File: src/rtl/fes_pkg.sv
package fes_pkg;

  localparam int FRAME_W = 32;
  localparam int BITS_W  = $clog2(FRAME_W + 1);

  localparam logic [7:0] OPC_WREN   = 8'h06;
  localparam logic [7:0] OPC_STATUS = 8'h05;
  localparam logic [7:0] OPC_CHIP   = 8'hC7;
  localparam logic [7:0] OPC_SECTOR = 8'hD8;

  typedef enum logic [2:0] {
    ST_IDLE,
    ST_LAUNCH,
    ST_SHIFT,
    ST_GAP,
    ST_DONE
  } seq_state_t;

  typedef enum logic [1:0] {
    STEP_WREN,
    STEP_ERASE,
    STEP_POLL
  } seq_step_t;

  // Left-aligned word shifted out MSB first for the given step.
  function automatic logic [FRAME_W-1:0] frame_word(seq_step_t s, logic chip,
                                                    logic [23:0] addr);
    logic [FRAME_W-1:0] w;
    case (s)
      STEP_WREN:  w = {OPC_WREN, 24'h0};
      STEP_ERASE: w = chip ? {OPC_CHIP, 24'h0} : {OPC_SECTOR, addr};
      default:    w = {OPC_STATUS, 24'h0};
    endcase
    return w;
  endfunction

  // Number of clock periods in the frame for the given step.
  function automatic logic [BITS_W-1:0] frame_len(seq_step_t s, logic chip);
    logic [BITS_W-1:0] n;
    case (s)
      STEP_WREN:  n = BITS_W'(8);
      STEP_ERASE: n = chip ? BITS_W'(8) : BITS_W'(32);
      default:    n = BITS_W'(16);
    endcase
    return n;
  endfunction

  function automatic int unsigned gap_max(int unsigned a, int unsigned b);
    return (a > b) ? a : b;
  endfunction

  function automatic logic wip_flag(logic [7:0] status);
    return status[0];
  endfunction

endpackage

File: src/rtl/fes_gap_timer.sv
module fes_gap_timer #(
  parameter int W = 16
) (
  input  logic         clk,
  input  logic         rst_n,
  input  logic         load,
  input  logic [W-1:0] len,
  output logic         expired
);

  logic [W-1:0] cnt_q;

  always_ff @(posedge clk or negedge rst_n) begin
    if (!rst_n) begin
      cnt_q <= '0;
    end else if (load) begin
      cnt_q <= len;
    end else if (cnt_q != '0) begin
      cnt_q <= cnt_q - 1'b1;
    end
  end

  assign expired = (cnt_q == '0) && !load;

endmodule

File: src/rtl/fes_shifter.sv
module fes_shifter import fes_pkg::*; #(
  parameter int CLK_DIV = 2
) (
  input  logic               clk,
  input  logic               rst_n,
  input  logic               start,
  input  logic [FRAME_W-1:0] tx_word,
  input  logic [BITS_W-1:0]  n_bits,
  input  logic               miso,
  output logic               active,
  output logic               frame_end,
  output logic               bit_rise,
  output logic [7:0]         rx_byte,
  output logic               cs_n,
  output logic               sck,
  output logic               mosi
);

  localparam int DW = (CLK_DIV > 1) ? $clog2(CLK_DIV) : 1;

  logic               act_q;
  logic               sck_q;
  logic               cs_q;
  logic [FRAME_W-1:0] sh_q;
  logic [BITS_W-1:0]  left_q;
  logic [DW-1:0]      div_q;
  logic [7:0]         rx_q;
  logic               div_last;

  assign div_last  = (div_q == DW'(CLK_DIV - 1));
  assign bit_rise  = act_q && !sck_q && div_last;
  assign frame_end = act_q && sck_q && div_last && (left_q == BITS_W'(1));

  always_ff @(posedge clk or negedge rst_n) begin
    if (!rst_n) begin
      act_q  <= 1'b0;
      sck_q  <= 1'b0;
      cs_q   <= 1'b1;
      sh_q   <= '0;
      left_q <= '0;
      div_q  <= '0;
      rx_q   <= '0;
    end else if (!act_q) begin
      if (start) begin
        act_q  <= 1'b1;
        cs_q   <= 1'b0;
        sck_q  <= 1'b0;
        sh_q   <= tx_word;
        left_q <= n_bits;
        div_q  <= '0;
      end
    end else if (!div_last) begin
      div_q <= div_q + 1'b1;
    end else begin
      div_q <= '0;
      if (!sck_q) begin
        sck_q <= 1'b1;
        rx_q  <= {rx_q[6:0], miso};
      end else begin
        sck_q <= 1'b0;
        if (left_q == BITS_W'(1)) begin
          act_q <= 1'b0;
          cs_q  <= 1'b1;
        end else begin
          left_q <= left_q - 1'b1;
          sh_q   <= {sh_q[FRAME_W-2:0], 1'b0};
        end
      end
    end
  end

  assign active  = act_q;
  assign rx_byte = rx_q;
  assign cs_n    = cs_q;
  assign sck     = sck_q;
  assign mosi    = act_q ? sh_q[FRAME_W-1] : 1'b0;

endmodule

File: src/rtl/flash_erase_seq.sv
module flash_erase_seq import fes_pkg::*; #(
  parameter int CLK_DIV   = 2,
  parameter int CS_GAP    = 4,
  parameter int POLL_GAP  = 10,
  parameter int MAX_POLLS = 20,
  parameter int GAP_W     = 16
) (
  input  logic        clk,
  input  logic        rst_n,
  input  logic        req_valid,
  input  logic        req_chip,
  input  logic [23:0] req_addr,
  output logic        busy,
  output logic        done,
  output logic        timeout_err,
  output logic        spi_cs_n,
  output logic        spi_sck,
  output logic        spi_mosi,
  input  logic        spi_miso
);

  localparam int PW = $clog2(MAX_POLLS + 1);
  localparam logic [GAP_W-1:0] WREN_GAP = GAP_W'(CS_GAP);
  localparam logic [GAP_W-1:0] READ_GAP = GAP_W'(gap_max(CS_GAP, POLL_GAP));

  seq_state_t  state_q;
  seq_step_t   step_q;
  logic        chip_q;
  logic [23:0] addr_q;
  logic [PW-1:0] polls_q;
  logic        err_q;

  // Named internal events, also watched by the checker.
  logic              sh_start;
  logic              sh_active;
  logic              sh_frame_end;
  logic              sh_bit_rise;
  logic [7:0]        sh_rx;
  logic              gap_load;
  logic              gap_done;
  logic              poll_clear;
  logic              poll_exhaust;
  logic              seq_finish;
  logic [GAP_W-1:0]  gap_len;
  logic [FRAME_W-1:0] tx_word;
  logic [BITS_W-1:0]  tx_bits;

  assign sh_start     = (state_q == ST_LAUNCH);
  assign tx_word      = frame_word(step_q, chip_q, addr_q);
  assign tx_bits      = frame_len(step_q, chip_q);
  assign poll_clear   = (step_q == STEP_POLL) && !wip_flag(sh_rx);
  assign poll_exhaust = (step_q == STEP_POLL) && (polls_q == PW'(MAX_POLLS - 1));
  assign seq_finish   = (state_q == ST_SHIFT) && sh_frame_end && (poll_clear || poll_exhaust);
  assign gap_load     = (state_q == ST_SHIFT) && sh_frame_end && !seq_finish;
  assign gap_len      = (step_q == STEP_WREN) ? WREN_GAP : READ_GAP;

  fes_shifter #(.CLK_DIV(CLK_DIV)) u_shift (
    .clk       (clk),
    .rst_n     (rst_n),
    .start     (sh_start),
    .tx_word   (tx_word),
    .n_bits    (tx_bits),
    .miso      (spi_miso),
    .active    (sh_active),
    .frame_end (sh_frame_end),
    .bit_rise  (sh_bit_rise),
    .rx_byte   (sh_rx),
    .cs_n      (spi_cs_n),
    .sck       (spi_sck),
    .mosi      (spi_mosi)
  );

  fes_gap_timer #(.W(GAP_W)) u_gap (
    .clk     (clk),
    .rst_n   (rst_n),
    .load    (gap_load),
    .len     (gap_len),
    .expired (gap_done)
  );

  always_ff @(posedge clk or negedge rst_n) begin
    if (!rst_n) begin
      state_q <= ST_IDLE;
      step_q  <= STEP_WREN;
      chip_q  <= 1'b0;
      addr_q  <= '0;
      polls_q <= '0;
      err_q   <= 1'b0;
    end else begin
      case (state_q)
        ST_IDLE: begin
          if (req_valid) begin
            chip_q  <= req_chip;
            addr_q  <= req_addr;
            step_q  <= STEP_WREN;
            polls_q <= '0;
            err_q   <= 1'b0;
            state_q <= ST_LAUNCH;
          end
        end
        ST_LAUNCH: state_q <= ST_SHIFT;
        ST_SHIFT: begin
          if (sh_frame_end) begin
            case (step_q)
              STEP_WREN: begin
                step_q  <= STEP_ERASE;
                state_q <= ST_GAP;
              end
              STEP_ERASE: begin
                step_q  <= STEP_POLL;
                state_q <= ST_GAP;
              end
              default: begin
                polls_q <= polls_q + 1'b1;
                if (poll_clear) begin
                  state_q <= ST_DONE;
                end else if (poll_exhaust) begin
                  err_q   <= 1'b1;
                  state_q <= ST_DONE;
                end else begin
                  state_q <= ST_GAP;
                end
              end
            endcase
          end
        end
        ST_GAP: begin
          if (gap_done) state_q <= ST_LAUNCH;
        end
        default: state_q <= ST_IDLE;
      endcase
    end
  end

  assign busy        = (state_q != ST_IDLE);
  assign done        = (state_q == ST_DONE);
  assign timeout_err = (state_q == ST_DONE) && err_q;

endmodule

File: config.mk
export PLATFORM = sky130hd
export DESIGN_NAME = flash_erase_seq
export DESIGN_NICKNAME = d
export VERILOG_FILES = /design/src/rtl/fes_pkg.sv /design/src/rtl/fes_gap_timer.sv /design/src/rtl/fes_shifter.sv /design/src/rtl/flash_erase_seq.sv
export SDC_FILE = /design/constraint.sdc
export NUM_CORES = 1
export LEC_CHECK = 0
export BUFFER_PORTS_ARGS = -buffer_cell sky130_fd_sc_hd__buf_2
export CORE_MARGIN = 2
export CORE_UTILIZATION = 50
export CTS_BUF_LIST = sky130_fd_sc_hd__clkbuf_16
export DETAILED_ROUTE_END_ITERATION = 8
export GPL_ROUTABILITY_DRIVEN = 0
export PLACE_DENSITY = 0.71
export RECOVER_POWER = 100
export SYNTH_ARGS = -nofsm -noshare
export SYNTH_HDL_FRONTEND = slang
export SYNTH_SLANG_ARGS = --single-unit
File: constraint.sdc
create_clock -name clk -period 2.1 [get_ports clk]
set_input_delay 0.21 -clock clk [delete_from_list [all_inputs] [get_ports clk]]
set_output_delay 0.21 -clock clk [all_outputs]
set_load 0.01 [all_outputs]
==> results.sh, run 1 <==
export IMPL_status="completed"
export IMPL_core_area_um2=8760
export IMPL_hold_viol=0
export IMPL_min_period_ns=2.09
export IMPL_hpwl_um=6640
export IMPL_fin_tns_setup_ns=0
export IMPL_syn_num_nets=520
export IMPL_worstPathRequired_ns=2.36
export IMPL_dieArea_um2=9860
export IMPL_htreeDepth=3
export IMPL_drt_iter0_markers=249
export IMPL_worstPathArrival_ns=2.35
export IMPL_ys_seq_elements=95
export IMPL_netSwitchingPower_uw=2720
export IMPL_dr_wl_met3_um=336
export IMPL_clockRootBuffer="clkbuf_16"
export IMPL_numCtsBuffers=9
export IMPL_area_growth_pct=17.9
export IMPL_layout_drive_gt1_share_pct=18.9
export IMPL_synthTopCellsByArea="dfrtp_1, nand2_1, a21oi_1"
export IMPL_clk_insertion_delay_late_ns=0.34
export IMPL_syn_area_per_cell_um2=9.34
export IMPL_vias=3848
export IMPL_met1Wirelength_um=4700
export IMPL_grt_pass1_vias=3739
export IMPL_stdcell_count=654
export IMPL_route_detailed_drc=0
export IMPL_start_kind="register"
export IMPL_wl_um=10100
export IMPL_worst_r2r_setup_slack_ns=0.007
export IMPL_synth_flop_cell="dfrtp_1"
export IMPL_sw_frac_of_total_pct=36.5
export IMPL_path_max_fanout=5
export IMPL_clock_tree_buffer_depth=2
export IMPL_ir_worst_vdd_mv=0.670
export IMPL_drv_slew=0
export IMPL_path_clk_slew_ns=0.07
export IMPL_post_drt_wl_per_cell_um=15.4
export IMPL_clkPwrFrac_pct=22.3
export IMPL_power_density_nw_per_um2=1390
export IMPL_synth_area_leader_cell="dfrtp_1"
export IMPL_setup_viol=0
export IMPL_slew_headroom_pct=43.9
export IMPL_die_w_um=99.3
export IMPL_antenna_left=0
export IMPL_grt_pass1_wl_um=16900
export IMPL_p_comb_share_pct=35.3
export IMPL_tritoncts="built"
export IMPL_std_cell_rows=34
export IMPL_grt_usage_pct=21.1
export IMPL_viasPerCell=5.88
export IMPL_netlist_area_um2=4540
export IMPL_ys_seq_area_share_pct=52.4
export IMPL_start_util_pct=51.8
export IMPL_dpl_cell_count=629
export IMPL_max_cap_violations=0
export IMPL_yosys_top_cells_count="dfrtp_1, nand2_1, a21oi_1"
export IMPL_p_leak_uw=0.00240
export IMPL_maxUsedRoutingLayer="met4"
export IMPL_dr_wl_met2_um=4920
export IMPL_tightest_slew_ns=0.841
export IMPL_pin_count=35
export IMPL_yosys_warnings=0
export IMPL_hp_class="in2reg"
export IMPL_cp_end_kind="register"
export IMPL_grt_max_degree=41
export IMPL_ys_async_sr_fraction_pct=100
export IMPL_cts_sinks=95
export IMPL_seqPwrFrac_pct=42.4
export IMPL_fmax_mhz=478
export IMPL_intPower_uw=4730
export IMPL_antennaDiodeCount=0
export IMPL_skew_ns=0.00930
export IMPL_finalNetCount=575
export IMPL_first_pass_iters=4
export IMPL_antenna_found_initial=0
export IMPL_min_period_over_period_pct=99.7
export IMPL_ys_types=52
export IMPL_die_h_um=99.3
export IMPL_yosysTopAreaCellShare_pct=51.8
export IMPL_synth_edf_count=0
export IMPL_overflow=0
export IMPL_syn_inst=486
export IMPL_io_buffers=34
export IMPL_path_class="reg2reg"
-- metal layers --
metal	global-route usage, %	up-vias
li1	-	1850
met1	28.4	1908
met2	34.6	82
met3	4.29	8
met4	6.43	0
met5	0	-
-- layout make-up --
type / count / area [um2]
inverters: 12 / 45.0
well taps: 108 / 135
clock buffers: 9 / 225
fillers: 733 / 3410
repair buffers: 76 / 473
multi-input cells: 347 / 2020
flip-flops and latches: 95 / 2380
clock inverters: 7 / 81.3
-- placed cells by master (no fill, tap or decap), types with 3 or more instances in the layout --
cell type and n:
dfrtp_1 94, nand2_1 93, a21oi_1 46, buf_2 31, nor3_1 29, a22oi_1 23, buf_4 23, nor2_1 21
o21ai_0 19, nand3_1 15, inv_1 10, clkbuf_1 10, o31ai_1 9, clkbuf_16 9, or4_1 8, or3_1 7
nand4_1 5, mux2_2 5, ha_1 5, clkbuf_2 5, and3_1 4, nor4_1 4, buf_6 4, nor3b_1 3
mux2i_1 3, a22o_1 3, clkinvlp_4 3
-- metrics by stage --
stage	setup WS [ns]	hold WS (ns)	area [um2]	total power [uW]	util, %
floorplan	-0.00281	-0.0856	4540	4910	-
global placement	0.0882	0.181	5010	5610	57.2
detailed placement	0.00779	0.184	5010	5730	57.2
CTS	0.00314	0.0434	5330	7430	60.8
global route	-0.0472	0.0504	5350	8020	61.1
finish	0.00720	0.0493	5350	7450	61.1
-- logic make-up after synthesis --
family | count (synthesis) | synth area share [%]
buffers and inverters | 44 | 4.08
xor gates and xnor gates | 2 | 0.386
AOI/OAI and AO/OA | 119 | 16.5
muxes | 9 | 2.15
adders and majority gates | 5 | 1.38
and+or+nand+nor | 212 | 23.2
DFF | 95 | 52.4
-- worst max-delay path, stage by stage, from the launching register on --
cell,delay [ns]
dfrtp_1,0.41
inv_2,0.09
ha_1,0.15
or4b_4,0.49
nor4_4,0.27
buf_4,0.19
mux2_4,0.30
mux2i_1,0.13
-- timing repair --
item / 4_1_cts / 5_1_grt
pin swaps: 0 / 3
endpoints found under the hold margin: 31 / 0
hold buffers: 1 / 0
setup buffers: 0 / 7
gates resized for setup: 1 / 11
gates cloned: 0 / 1
setup endpoints to repair: 4 / 35
-- power groups by stage --
| stage | clock network [uW] | logic [uW] | registers [uW] |
|---|---|---|---|
| after floorplan | 0 | 1920 | 2990 |
| after CTS | 1700 | 2590 | 3140 |
| after global routing | 1770 | 3000 | 3240 |
| final | 1660 | 2630 | 3150 |
| after detailed placement | 0 | 2560 | 3170 |
| after global placement | 0 | 2470 | 3150 |
-- sequential cells by signal (all words and copies together) (netlist names) --
register / cells
addr_q: 24
chip_q: 1
err_q: 1
polls_q: 5
state_q: 3
step_q: 2
u_gap.cnt_q: 16
u_shift.active: 1
u_shift.cs_n: 1
u_shift.div_last: 1
u_shift.left_q: 6
u_shift.rx_byte: 1
u_shift.sck: 1
u_shift.sh_q: 32
-- path summary, 6_finish.rpt --
kind,start,to,depth (start not counted)
min,req_addr[19],addr_q[19],3
min reg2reg,addr_q[19],addr_q[19],2
max,u_gap.cnt_q[1],u_gap.cnt_q[1],7
max reg2reg,u_gap.cnt_q[1],u_gap.cnt_q[1],7
min in group asynchronous,rst_n,u_gap.cnt_q[7],2
max in group asynchronous,rst_n,u_shift.cs_n,3
(Power assumes the default switching activity.)
==> run 2, diff against run 1 <==
Settings changed: CORE_MARGIN 2 to 5, CTS_CLUSTER_DIAMETER set to 100.
==> run 2 against run 1 <==
Against the previous run:
- final cell count down 0.15%
- setup slack got worse by 0.0025 ns
- via count is 0.10% higher
- fmax down 0.12%
- power grew 0.12%
- clock power decreased by 4%
- final area about the same
- sequential cell count unchanged
- critical path depth did not move
- routed wire length rose by 2.1%
- utilization fell by 0.25 points
- critical endpoint is now u_gap.cnt_q[2]
==> results.sh, run 2 (synthesis results as in run 1) <==
export IMPL_dieArea_um2=11100
export IMPL_worst_r2r_setup_slack_ns=0.005
export IMPL_critPathSlowestCell="or4b_4"
export IMPL_die_w_um=105
export IMPL_tritoncts="built"
export IMPL_fill_cells=744
export IMPL_power_density_nw_per_um2=1390
export IMPL_placed_area_um2=5000
export IMPL_regMostFlops="u_shift.sh_q"
export IMPL_status="completed"
export IMPL_layout_commonest_cell="dfrtp_1"
export IMPL_grt_max_degree=72
export IMPL_crit_cells=7
export IMPL_max_cap_violations=0
export IMPL_hpwl_um=6710
export IMPL_fmax_mhz=477
export IMPL_cts_sinks=95
export IMPL_cp_end_kind="register"
export IMPL_worstPathRequired_ns=2.33
export IMPL_skew_ns=0.0116
export IMPL_htreeDepth=3
export IMPL_start_util_pct=51.6
export IMPL_clock_tree_buffer_depth=2
export IMPL_rsz0062_at_grt="true"
export IMPL_min_period_over_period_pct=99.8
export IMPL_drv_slew=0
export IMPL_cp_top_family="simple AND/OR/NAND/NOR gates"
export IMPL_final_area_um2=5360
export IMPL_start_kind="register"
export IMPL_stdcell_count=653
export IMPL_first_pass_iters=4
export IMPL_vias=3852
export IMPL_drt_iter0_markers=215
export IMPL_viasPerCell=5.90
export IMPL_hold_viol=0
export IMPL_grt_pass1_wl_um=17600
export IMPL_overflow=0
export IMPL_ir_worst_vdd_mv=0.633
export IMPL_critPathCapture="u_gap.cnt_q[2]"
export IMPL_largest_register_ffs=32
export IMPL_p_leak_uw=0.00239
export IMPL_worstPathArrival_ns=2.32
export IMPL_pin_count=35
export IMPL_cp_num_buf_inv=2
export IMPL_finalNetCount=574
export IMPL_path_clk_slew_ns=0.08
export IMPL_setup_viol=0
export IMPL_rr_startpoint="u_gap.cnt_q[0]"
export IMPL_startpoint="u_gap.cnt_q[0]"
export IMPL_worstPathCellList="inv_2 > ha_4 > or4b_4 > nor4_4 > buf_4 > nor2_1 > mux2_2"
export IMPL_holdWs_ns=0.0422
export IMPL_fin_tns_setup_ns=0
export IMPL_tightest_slew_ns=1.41
export IMPL_std_cell_rows=34
export IMPL_path_max_fanout=3
export IMPL_grt_usage_pct=19.1
export IMPL_critPathMaxStageDelay_ns=0.49
export IMPL_clockRootBuffer="clkbuf_16"
export IMPL_min_period_ns=2.10
export IMPL_wl_um=10300
export IMPL_route_detailed_drc=0
export IMPL_die_h_um=105
export IMPL_io_buffers=34
export IMPL_dpl_cell_count=627
export IMPL_layout_drive_gt1_share_pct=18.5
export IMPL_layout_common_cells="dfrtp_1, nand2_1, a21oi_1, nor3_1, buf_2"
export IMPL_antenna_left=0
export IMPL_post_drt_wl_per_cell_um=15.7
export IMPL_area_growth_pct=18.0
export IMPL_numCtsBuffers=9
export IMPL_r2r_worst_path_cells=7
export IMPL_hp_class="in2reg"
export IMPL_antennaDiodeCount=0
export IMPL_grt_pass1_vias=3672
export IMPL_antenna_found_initial=0
export IMPL_reg_top3="u_shift.sh_q x32, addr_q x24, u_gap.cnt_q x16"
export IMPL_path_class="reg2reg"
export IMPL_reg2reg_to="u_gap.cnt_q[2]"
export IMPL_core_area_um2=8810
export IMPL_clk_insertion_delay_late_ns=0.35
export IMPL_slew_headroom_pct=6.00
run 2: cell types whose count changed in the layout (fill, tap and decap cells not counted), moves of 2 or more:
cell | before | now
buf_4 | 23 | 27
clkbuf_2 | 5 | 1
buf_2 | 31 | 28
and2_0 | 2 | 0
and2_1 | 1 | 3
buf_12 | 1 | 3
clkbuf_1 | 10 | 12
clkinvlp_4 | 3 | 1
inv_6 | 1 | 3
run 2: per-stage QoR:
step                      setup slack (ns)  utilization (%)  total power (uW)
after floorplan                   -0.00281                -              4910
after global placement              0.0803             56.7              5590
after detailed placement           0.00215             56.7              5710
after CTS                           0.0149             60.2              7320
after global routing               -0.0529             60.8              8030
final                              0.00471             60.8              7460
run 2: report_power, final:
| group | switching [uW] | internal [uW] |
|---|---|---|
| registers | 610 | 2560 |
| clock network | 762 | 829 |
| logic | 1410 | 1280 |
run 2: how the worst min path moves through the flow:
stage	start	to	slack (ns)	cells after the start
finish	req_addr[17]	addr_q[17]	0.04	3
global route	req_addr[21]	addr_q[21]	0.05	3
CTS	req_addr[17]	addr_q[17]	0.04	3
detailed placement	rst_n	u_gap.cnt_q[14]	0.14	1
global placement	rst_n	u_gap.cnt_q[14]	0.14	1
floorplan	rst_n	addr_q[0]	-0.09	0
run 2: area by class of cell:
type / count / area, um2 / area share (%)
clock buffers: 9 / 225 / 4.20
clock inverters: 7 / 62.6 / 1.17
inverters: 12 / 45.0 / 0.841
flip-flops and latches: 95 / 2380 / 44.4
repair buffers: 75 / 497 / 9.27
well taps: 108 / 135 / 2.52
multi-input cells: 347 / 2010 / 37.6
run 2: tightest hold or removal path, cell delays in order:
cell     delay [ns]
buf_2          0.07
nand2_1        0.04
nand2_1        0.04
run 2: routing by layer:
metal / global-route usage (%) / vias up / routed length [um]
met1: 27.2 / 1885 / 4760
met5: 0 / - / 0
met3: 3.73 / 8 / 505
li1: - / 1854 / -
met4: 6.47 / 0 / 110
met2: 29.5 / 105 / 4910
run 2: timing repair:
action / in CTS / in global routing
pin swaps: 0 / 4
hold buffers: 1 / 0
setup buffers: 0 / 9
endpoints found under the setup margin: 1 / 34
hold endpoints to repair: 23 / 0
resized for setup: 1 / 10
==> run 3, diff against run 2 <==
Settings changed: RECOVER_POWER 100 to 50.
==> run 3 against run 2 <==
Against the previous run:
- critical path depth did not move
- power is 0.24% higher
- via count decreased by 0.93%
- routed wire length down 0.44%
- die area stayed put
- setup slack improved by 0.0064 ns
- final area increased by 0.61%
- sequential share of layout area decreased by 0.27 points
- critical path type unchanged
==> results.sh, run 3 (synthesis results as in run 1) <==
export IMPL_drv_slew=0
export IMPL_dieArea_um2=11100
export IMPL_worstPathCellList="inv_2 > ha_4 > or4b_4 > nor4_4 > buf_4 > nor2_1 > mux2_2"
export IMPL_status="completed"
export IMPL_finalNetCount=574
export IMPL_ir_worst_vdd_mv=0.633
export IMPL_antenna_found_initial=0
export IMPL_power_density_nw_per_um2=1390
export IMPL_hold_viol=0
export IMPL_multi_input_area_um2=2020
export IMPL_route_detailed_drc=0
export IMPL_die_w_um=105
export IMPL_path_clk_slew_ns=0.08
export IMPL_path_class="reg2reg"
export IMPL_antennaDiodeCount=0
export IMPL_stdcell_count=653
export IMPL_area_growth_pct=18.7
export IMPL_setup_viol=0
export IMPL_start_util_pct=51.6
export IMPL_worstPathRequired_ns=2.33
export IMPL_htreeDepth=3
export IMPL_post_drt_wl_per_cell_um=15.7
export IMPL_core_area_um2=8810
export IMPL_utilization_pct=61.2
export IMPL_tightest_slew_ns=1.40
export IMPL_clockRootBuffer="clkbuf_16"
export IMPL_slew_headroom_pct=6.59
export IMPL_largest_register_ffs=32
export IMPL_clock_tree_buffer_depth=2
export IMPL_max_cap_violations=0
export IMPL_grt_pass1_wl_um=17600
export IMPL_hp_class="in2reg"
export IMPL_clk_insertion_delay_late_ns=0.35
export IMPL_overflow=0
export IMPL_wl_um=10200
export IMPL_rsz0062_at_grt="true"
export IMPL_dpl_cell_count=627
export IMPL_grt_usage_pct=19.1
export IMPL_skew_ns=0.0106
export IMPL_cp_end_kind="register"
export IMPL_critPathMaxStageDelay_ns=0.49
export IMPL_vias=3816
export IMPL_grt_pass1_vias=3672
export IMPL_layout_drive_gt1_share_pct=20.4
export IMPL_placed_area_um2=5000
export IMPL_cts_sinks=95
export IMPL_start_kind="register"
export IMPL_path_max_fanout=3
export IMPL_pin_count=35
export IMPL_tritoncts="built"
export IMPL_worstPathArrival_ns=2.31
export IMPL_hpwl_um=6710
export IMPL_fill_cells=734
export IMPL_reg_top3="u_shift.sh_q x32, addr_q x24, u_gap.cnt_q x16"
export IMPL_p_leak_uw=0.00242
export IMPL_grt_max_degree=72
export IMPL_io_buffers=34
export IMPL_std_cell_rows=34
export IMPL_min_period_over_period_pct=99.5
export IMPL_final_area_um2=5390
export IMPL_layout_commonest_cell="dfrtp_1"
export IMPL_numCtsBuffers=9
export IMPL_min_period_ns=2.09
export IMPL_first_pass_iters=4
export IMPL_fmax_mhz=479
export IMPL_die_h_um=105
export IMPL_antenna_left=0
export IMPL_regArea_um2=2380
export IMPL_regMostFlops="u_shift.sh_q"
export IMPL_critPathSlowestCell="or4b_4"
export IMPL_drt_iter0_markers=227
export IMPL_viasPerCell=5.84
export IMPL_layout_common_cells="dfrtp_1, nand2_1, a21oi_1, buf_4, buf_2"
[run 3: cell count changes in the layout (fill, tap and decap cells not counted)]
cell / change
clkbuf_1: -9
buf_4: +7
buf_2: +3
clkbuf_2: -1
or4b_1: -1
or4b_4: +1
[run 3: final timing paths]
path	slack, ns	to	cells after the start	start
setup reg to reg	0.01	u_gap.cnt_q[2]	7	u_gap.cnt_q[0]
setup / recovery	0.01	u_gap.cnt_q[2]	7	u_gap.cnt_q[0]
min in group asynchronous	0.71	u_gap.cnt_q[14]	2	rst_n
max in group asynchronous	0.37	u_shift.active	3	rst_n
hold reg to reg	0.46	u_shift.cs_n	2	u_shift.cs_n
hold / removal	0.04	addr_q[17]	3	req_addr[17]
[run 3: critical path: cells and delay by family, from the launching register on]
family                   cells  cell delay (ns)
multiplexers                 1             0.25
flip-flops                   1             0.41
AND/OR/NAND/NOR              3             0.90
adder cells (fa/ha/maj)      1             0.13
buffers and inverters        2             0.27
[run 3: metrics by stage]
stage                     setup TNS [ns]  worst slack [ns]  total power, uW  hold slack [ns]
after floorplan                  -0.0562          -0.00281             4910          -0.0856
after global placement                 0            0.0803             5590            0.139
after detailed placement               0           0.00215             5710            0.137
after CTS                              0            0.0149             7320           0.0395
after global routing              -0.126           -0.0529             8060           0.0468
final                                  0            0.0111             7470           0.0433
[run 3: final cells by class]
| class | instances | share of cell area (%) |
|---|---|---|
| timing repair buffer | 75 | 9.75 |
| multi-input combinational | 347 | 37.4 |
| tap | 108 | 2.51 |
| clock inverter | 7 | 1.16 |
| inverter | 12 | 0.836 |
| clock buffer | 9 | 4.18 |
| sequential | 95 | 44.1 |
[run 3: what timing repair did]
item,in CTS,in global routing
hold buffers,1,0
buffers inserted,0,9
pin swaps,0,4
hold endpoints to repair,23,0
setup endpoints to repair,1,34
resized for setup,1,10
[run 3: power by group]
part           switching [uW]  internal, uW
Clock                     754           828
Combinational            1410          1300
Sequential                610          2570
[run 3: routing by layer]
layer  wire length, um  track usage [%]  share of wire (%)  vias up
met2              4930             29.5                 48       97
met3               507             3.73                5.0        8
li1                  -                -                  -     1848
met5                 0                0                  0        -
met1              4690             27.2                 46     1863
met4               110             6.47                1.1        0
